==> src/rtl/dither_pwm_dac.sv <==
module dither_pwm_dac #(
  parameter int DUTY_W  = 8,
  parameter int SEQ_LEN = 16,
  parameter int PERIOD  = 255
) (
  input  logic                      clk,
  input  logic                      rst_n,
  input  logic [DUTY_W+SEQ_LEN-1:0] cfg_word,
  output logic                      pwm_o
);
  localparam int PH_W = $clog2(PERIOD);
  localparam int SL_W = $clog2(SEQ_LEN);
  localparam int EW   = DUTY_W + 1;

  logic [PH_W-1:0]    phase_q;
  logic [SL_W-1:0]    slot_q;
  logic [DUTY_W-1:0]  duty_q;
  logic [SEQ_LEN-1:0] mask_q;
  logic [EW-1:0]      eff;
  logic               end_period, end_seq;

  assign end_period = (phase_q == PH_W'(PERIOD - 1));
  assign end_seq    = end_period && (slot_q == SL_W'(SEQ_LEN - 1));

  always_ff @(posedge clk or negedge rst_n) begin
    if (!rst_n) begin
      phase_q <= '0;
      slot_q  <= '0;
      duty_q  <= '0;
      mask_q  <= '0;
    end else begin
      phase_q <= end_period ? '0 : phase_q + 1'b1;
      if (end_period)
        slot_q <= end_seq ? '0 : slot_q + 1'b1;
      if (end_seq) begin
        duty_q <= cfg_word[DUTY_W+SEQ_LEN-1:SEQ_LEN];
        mask_q <= cfg_word[SEQ_LEN-1:0];
      end
    end
  end

  assign eff   = EW'(duty_q) + EW'(mask_q[slot_q]);
  assign pwm_o = EW'(phase_q) < eff;
endmodule

==> config.mk <==
export PLATFORM = sky130hd
export DESIGN_NAME = dither_pwm_dac
export DESIGN_NICKNAME = d
export VERILOG_FILES = /design/src/rtl/dither_pwm_dac.sv
export SDC_FILE = /design/constraint.sdc
export NUM_CORES = 1
export LEC_CHECK = 0
export BUFFER_PORTS_ARGS = -buffer_cell sky130_fd_sc_hd__buf_4
export CAP_MARGIN = 20
export CORE_MARGIN = 2
export CORE_UTILIZATION = 55
export DETAILED_ROUTE_END_ITERATION = 12
export PLACE_DENSITY = 0.89
export SLEW_MARGIN = 20
export SYNTH_ARGS = -nofsm -noshare
export SYNTH_HDL_FRONTEND = slang
export SYNTH_SLANG_ARGS = --single-unit
export TNS_END_PERCENT = 100
==> constraint.sdc <==
create_clock -name clk -period 4.1 [get_ports clk]
set_clock_uncertainty 0.15 [all_clocks]
set_input_delay 0.41 -clock clk [delete_from_list [all_inputs] [get_ports clk]]
set_output_delay 0.41 -clock clk [all_outputs]
set_load 0.005 [all_outputs]
==> flow_results.xml <==
<?xml version="1.0" encoding="UTF-8"?>
<metrics>
  <group name="run_status">
    <metric name="outcome" unit="">completed</metric>
  </group>
  <group name="synthesis">
    <metric name="postSynthRegisterBits" unit="">36</metric>
    <metric name="synth-seq-area-share" unit="%">45.1</metric>
    <metric name="post_synth_inst_count" unit="">152</metric>
    <metric name="syn-num-nets" unit="">191</metric>
    <metric name="post_synth_instance_area" unit="um^2">2000</metric>
    <metric name="syn_avg_cell_area" unit="um^2">13.1</metric>
    <metric name="yosys.cell_types.count" unit="">31</metric>
    <metric name="ys.warnings.count" unit="">0</metric>
  </group>
  <group name="clocking">
    <metric name="number_of_clock_sinks" unit="">36</metric>
    <metric name="cts_max_level" unit="">2</metric>
    <metric name="clock_tree.root_cell" unit="">sky130_fd_sc_hd__clkbuf_4</metric>
    <metric name="clk-insertion-delay-late" unit="ns">0.34</metric>
    <metric name="tritoncts_buffer_count" unit="">5</metric>
    <metric name="clock_tree_from_tritoncts" unit="">done</metric>
    <metric name="cts_max_path_buffers" unit="">2</metric>
    <metric name="path_clk_slew" unit="ns">0.11</metric>
  </group>
  <group name="place">
    <metric name="dpl-instance-area" unit="um^2">2200</metric>
    <metric name="detailedPlace.worstSlack" unit="ns">0.202</metric>
    <metric name="dpl.hpwl" unit="um">2860</metric>
    <metric name="place_congestion" unit="">0.743</metric>
    <metric name="portBuffers" unit="">26</metric>
  </group>
  <group name="power_and_ir_drop">
    <metric name="totalPowerFinal" unit="mW">0.627</metric>
    <metric name="power.leakage" unit="nW">1.09</metric>
    <metric name="powerDensity" unit="nW/um^2">264</metric>
    <metric name="power.ir.vdd_worst" unit="mV">0.247</metric>
  </group>
  <group name="worst_hold_path">
    <metric name="hold_end" unit="">mask_q[10]</metric>
    <metric name="holdCritPathClass" unit="">in -&gt; reg</metric>
    <metric name="timing.hold.worst_path_depth" unit="">2</metric>
    <metric name="worstHoldStart" unit="">cfg_word[10]</metric>
  </group>
  <group name="flow_run">
    <metric name="max_cap_violations" unit="">0</metric>
  </group>
  <group name="worst_setup_path">
    <metric name="critPathMaxStageDelay" unit="ns">0.51</metric>
    <metric name="worst_r2r_endpoint" unit="">duty_q[7]</metric>
    <metric name="timing.reg2reg.worst_path_depth" unit="">7</metric>
    <metric name="startpoint_to_endpoint_class_of_the_critical_path" unit="">reg -&gt; out</metric>
    <metric name="worst_ep_required_time" unit="ns">3.54</metric>
    <metric name="critical_path.slowest_cell" unit="">sky130_fd_sc_hd__mux4_2</metric>
    <metric name="setup.worst_path.start_class" unit="">flip-flop</metric>
    <metric name="timing.reg2reg.setup_slack" unit="ns">1.55</metric>
    <metric name="worst-path-max-fanout" unit="">3</metric>
    <metric name="critPathBufInv" unit="">2</metric>
    <metric name="crit_path_end_kind" unit="">primary output</metric>
    <metric name="crit_arrival" unit="ns">3.41</metric>
    <metric name="critical_path.reg2reg.startpoint" unit="">phase_q[0]</metric>
    <metric name="crit_chain" unit="">buf_6 &gt; mux4_2 &gt; a211oi_2 &gt; a21oi_2 &gt; ha_2 &gt; ha_4 &gt; and3_4 &gt; nand3_4 &gt; xor2_2 &gt; ha_1 &gt; a21o_1 &gt; a211oi_2 &gt; o21ai_1 &gt; o221ai_1 &gt; buf_4</metric>
    <metric name="timing.critical_path.max_delay_family" unit="">compound AO/OA/AOI/OAI gates</metric>
    <metric name="crit_top_cell" unit="">sky130_fd_sc_hd__a211oi_2</metric>
  </group>
  <group name="grt">
    <metric name="gr_overflow_total" unit="">0</metric>
    <metric name="first_global_vias" unit="">1394</metric>
    <metric name="grt_max_degree" unit="">37</metric>
    <metric name="grt_use_total" unit="%">21.6</metric>
    <metric name="antenna_violations_before_repair" unit="">0</metric>
    <metric name="first_pass_grt_wire_length" unit="um">6580</metric>
  </group>
  <group name="drt">
    <metric name="drtIter0Drc" unit="">77</metric>
    <metric name="detail_route.wl_per_cell" unit="um">17.0</metric>
    <metric name="firstDrtPassIters" unit="">4</metric>
    <metric name="drc" unit="">0</metric>
    <metric name="wirelength" unit="um">3920</metric>
    <metric name="avgViaCountPerCell" unit="">5.82</metric>
    <metric name="route.vias.total" unit="">1345</metric>
    <metric name="drt.antenna.violating_nets" unit="">0</metric>
  </group>
  <group name="die">
    <metric name="cell_row_count" unit="">21</metric>
    <metric name="initial_core_util" unit="%">58.4</metric>
    <metric name="pin_count" unit="">27</metric>
    <metric name="die_area" unit="um^2">4130</metric>
    <metric name="horizontal_die_dimension" unit="um">64.2</metric>
    <metric name="floorplan.die.height" unit="um">64.2</metric>
    <metric name="core" unit="um^2">3420</metric>
  </group>
  <group name="finish">
    <metric name="num_antenna_cells" unit="">0</metric>
    <metric name="nNetsFinal" unit="">223</metric>
    <metric name="layout_common_cells" unit="">sky130_fd_sc_hd__dfrtp_1, sky130_fd_sc_hd__buf_4, sky130_fd_sc_hd__mux2_4, sky130_fd_sc_hd__ha_1, sky130_fd_sc_hd__nor2_1</metric>
    <metric name="layout_filler_cell_count" unit="">253</metric>
    <metric name="final_layout_size_suffix_gt1_share" unit="%">43.8</metric>
    <metric name="utilization" unit="%">69.6</metric>
    <metric name="finalInstanceArea" unit="um^2">2380</metric>
    <metric name="most_common_cell_after_layout_fill_and_taps_aside" unit="">sky130_fd_sc_hd__dfrtp_1</metric>
    <metric name="areaGrowthSynthToFinish" unit="%">19.1</metric>
  </group>
  <group name="timing">
    <metric name="setup_slack" unit="ns">0.132</metric>
    <metric name="timing.final.hold_violations" unit="">0</metric>
    <metric name="setup-violations-final" unit="">0</metric>
    <metric name="worst-slew-pin-transition" unit="ns">0.708</metric>
    <metric name="final-max-slew-violation-count" unit="">0</metric>
    <metric name="unrepaired_setup_endpoints_after_global_routing" unit="">yes</metric>
    <metric name="period_needed" unit="ns">3.97</metric>
    <metric name="final.setup.tns" unit="ns">0</metric>
    <metric name="timing.max_slew.rel_slack" unit="%">52.7</metric>
    <metric name="layout_worst_path_cycle_share" unit="%">96.8</metric>
    <metric name="achievable-frequency" unit="MHz">252</metric>
  </group>
</metrics>
==> power breakdown <==
part	internal [mW]	switching, mW
Combinational	0.0159	0.0101
Clock	0.128	0.119
Sequential	0.355	0
Total	0.498	0.129
==> sequential cells by signal, indices dropped and copies added (netlist names) <==
signal and cells:
slot_q 4, duty_q 8, phase_q 8, mask_q 16
==> through the flow <==
step	hold slack, ns	instances
after floorplan	-0.0356	152
final	0.139	231
after global routing	0.115	231
after CTS	0.125	231
after global placement	0.225	220
after detailed placement	0.237	220
==> cell families (layout without fill, tap and decap cells) <==
family / after synthesis / in the layout / share of synthesized area, %
flip-flops: 36 / 36 / 45.1
buffers and inverters: 10 / 43 / 4.07
AND/OR/NAND/NOR: 32 / 32 / 7.90
adder cells (fa/ha/maj): 13 / 13 / 8.15
AO/OA/AOI/OAI: 20 / 20 / 6.90
XOR/XNOR: 10 / 10 / 4.39
multiplexers: 31 / 31 / 23.4
==> worst max path at each step <==
| stage | slack (ns) | startpoint | to | depth (start not counted) |
|---|---|---|---|---|
| after floorplan | 0.50 | slot_q[0] | pwm_o | 15 |
| after detailed placement | 0.20 | slot_q[0] | pwm_o | 15 |
| final | 0.13 | slot_q[0] | pwm_o | 15 |
| after CTS | 0.03 | slot_q[0] | pwm_o | 15 |
| after global placement | 0.41 | slot_q[0] | pwm_o | 15 |
| after global routing | -0.02 | slot_q[0] | pwm_o | 15 |
==> cell usage after synthesis <==
master / n / area (um^2)
sky130_fd_sc_hd__and3_1: 2 / 12.5
sky130_fd_sc_hd__a21oi_1: 3 / 15.0
sky130_fd_sc_hd__buf_6: 1 / 11.3
sky130_fd_sc_hd__a32o_1: 1 / 10.0
sky130_fd_sc_hd__nor2_1: 9 / 33.8
sky130_fd_sc_hd__buf_12: 2 / 40.0
sky130_fd_sc_hd__nor2b_1: 1 / 6.26
sky130_fd_sc_hd__mux2_4: 20 / 300
sky130_fd_sc_hd__o21a_1: 3 / 22.5
sky130_fd_sc_hd__mux4_2: 4 / 90.1
sky130_fd_sc_hd__o221ai_1: 1 / 8.76
sky130_fd_sc_hd__clkbuf_1: 1 / 3.75
sky130_fd_sc_hd__xor2_1: 5 / 43.8
sky130_fd_sc_hd__nand2_1: 7 / 26.3
sky130_fd_sc_hd__nand3_1: 9 / 45.0
sky130_fd_sc_hd__buf_2: 3 / 15.0
sky130_fd_sc_hd__a21o_1: 2 / 15.0
sky130_fd_sc_hd__o31ai_1: 2 / 15.0
sky130_fd_sc_hd__a2111oi_0: 1 / 8.76
sky130_fd_sc_hd__nand2b_1: 2 / 12.5
sky130_fd_sc_hd__mux2_2: 6 / 67.6
sky130_fd_sc_hd__nand4_2: 1 / 12.5
sky130_fd_sc_hd__dfrtp_1: 36 / 901
sky130_fd_sc_hd__mux2i_1: 1 / 10.0
sky130_fd_sc_hd__a31oi_1: 2 / 12.5
sky130_fd_sc_hd__o21ai_0: 3 / 15.0
sky130_fd_sc_hd__xnor2_1: 5 / 43.8
sky130_fd_sc_hd__a211oi_1: 2 / 15.0
sky130_fd_sc_hd__and4_1: 1 / 8.76
sky130_fd_sc_hd__ha_1: 13 / 163
sky130_fd_sc_hd__inv_1: 3 / 11.3
==> worst register-to-register path, cell delays in order (launching register included) <==
cell	delay (ns)
sky130_fd_sc_hd__dfrtp_1	0.44
sky130_fd_sc_hd__inv_1	0.08
sky130_fd_sc_hd__ha_1	0.17
sky130_fd_sc_hd__nand3_1	0.10
sky130_fd_sc_hd__nor2_1	0.58
sky130_fd_sc_hd__and4_1	0.31
sky130_fd_sc_hd__buf_4	0.26
sky130_fd_sc_hd__mux2_2	0.36
==> timing repair <==
item                                    CTS  global route
endpoints found under the setup margin    1             1
hold buffers                              1             0
pin swaps                                 5             3
hold endpoints to repair                 36             0
setup buffers                             2             0
gates resized for setup                   9             9
gates cloned                              0             0
==> layout make-up <==
type | count | area (um^2) | area share, %
flip-flops and latches | 36 | 903 | 38.0
clock buffers | 6 | 41.3 | 1.74
multi-input cells | 106 | 1080 | 45.4
clock inverters | 2 | 35.0 | 1.47
inverters | 3 | 11.3 | 0.474
repair buffers | 32 | 250 | 10.5
well taps | 46 | 57.6 | 2.42
==> per-layer routing <==
layer / up-vias / global-route usage, % / wire (um)
met5: - / 0 / 0
li1: 613 / - / -
met1: 674 / 25.5 / 1570
met3: 12 / 7.39 / 213
met4: 0 / 9.57 / 102
met2: 46 / 35.5 / 2030
Power figures use the tool's default switching activity.
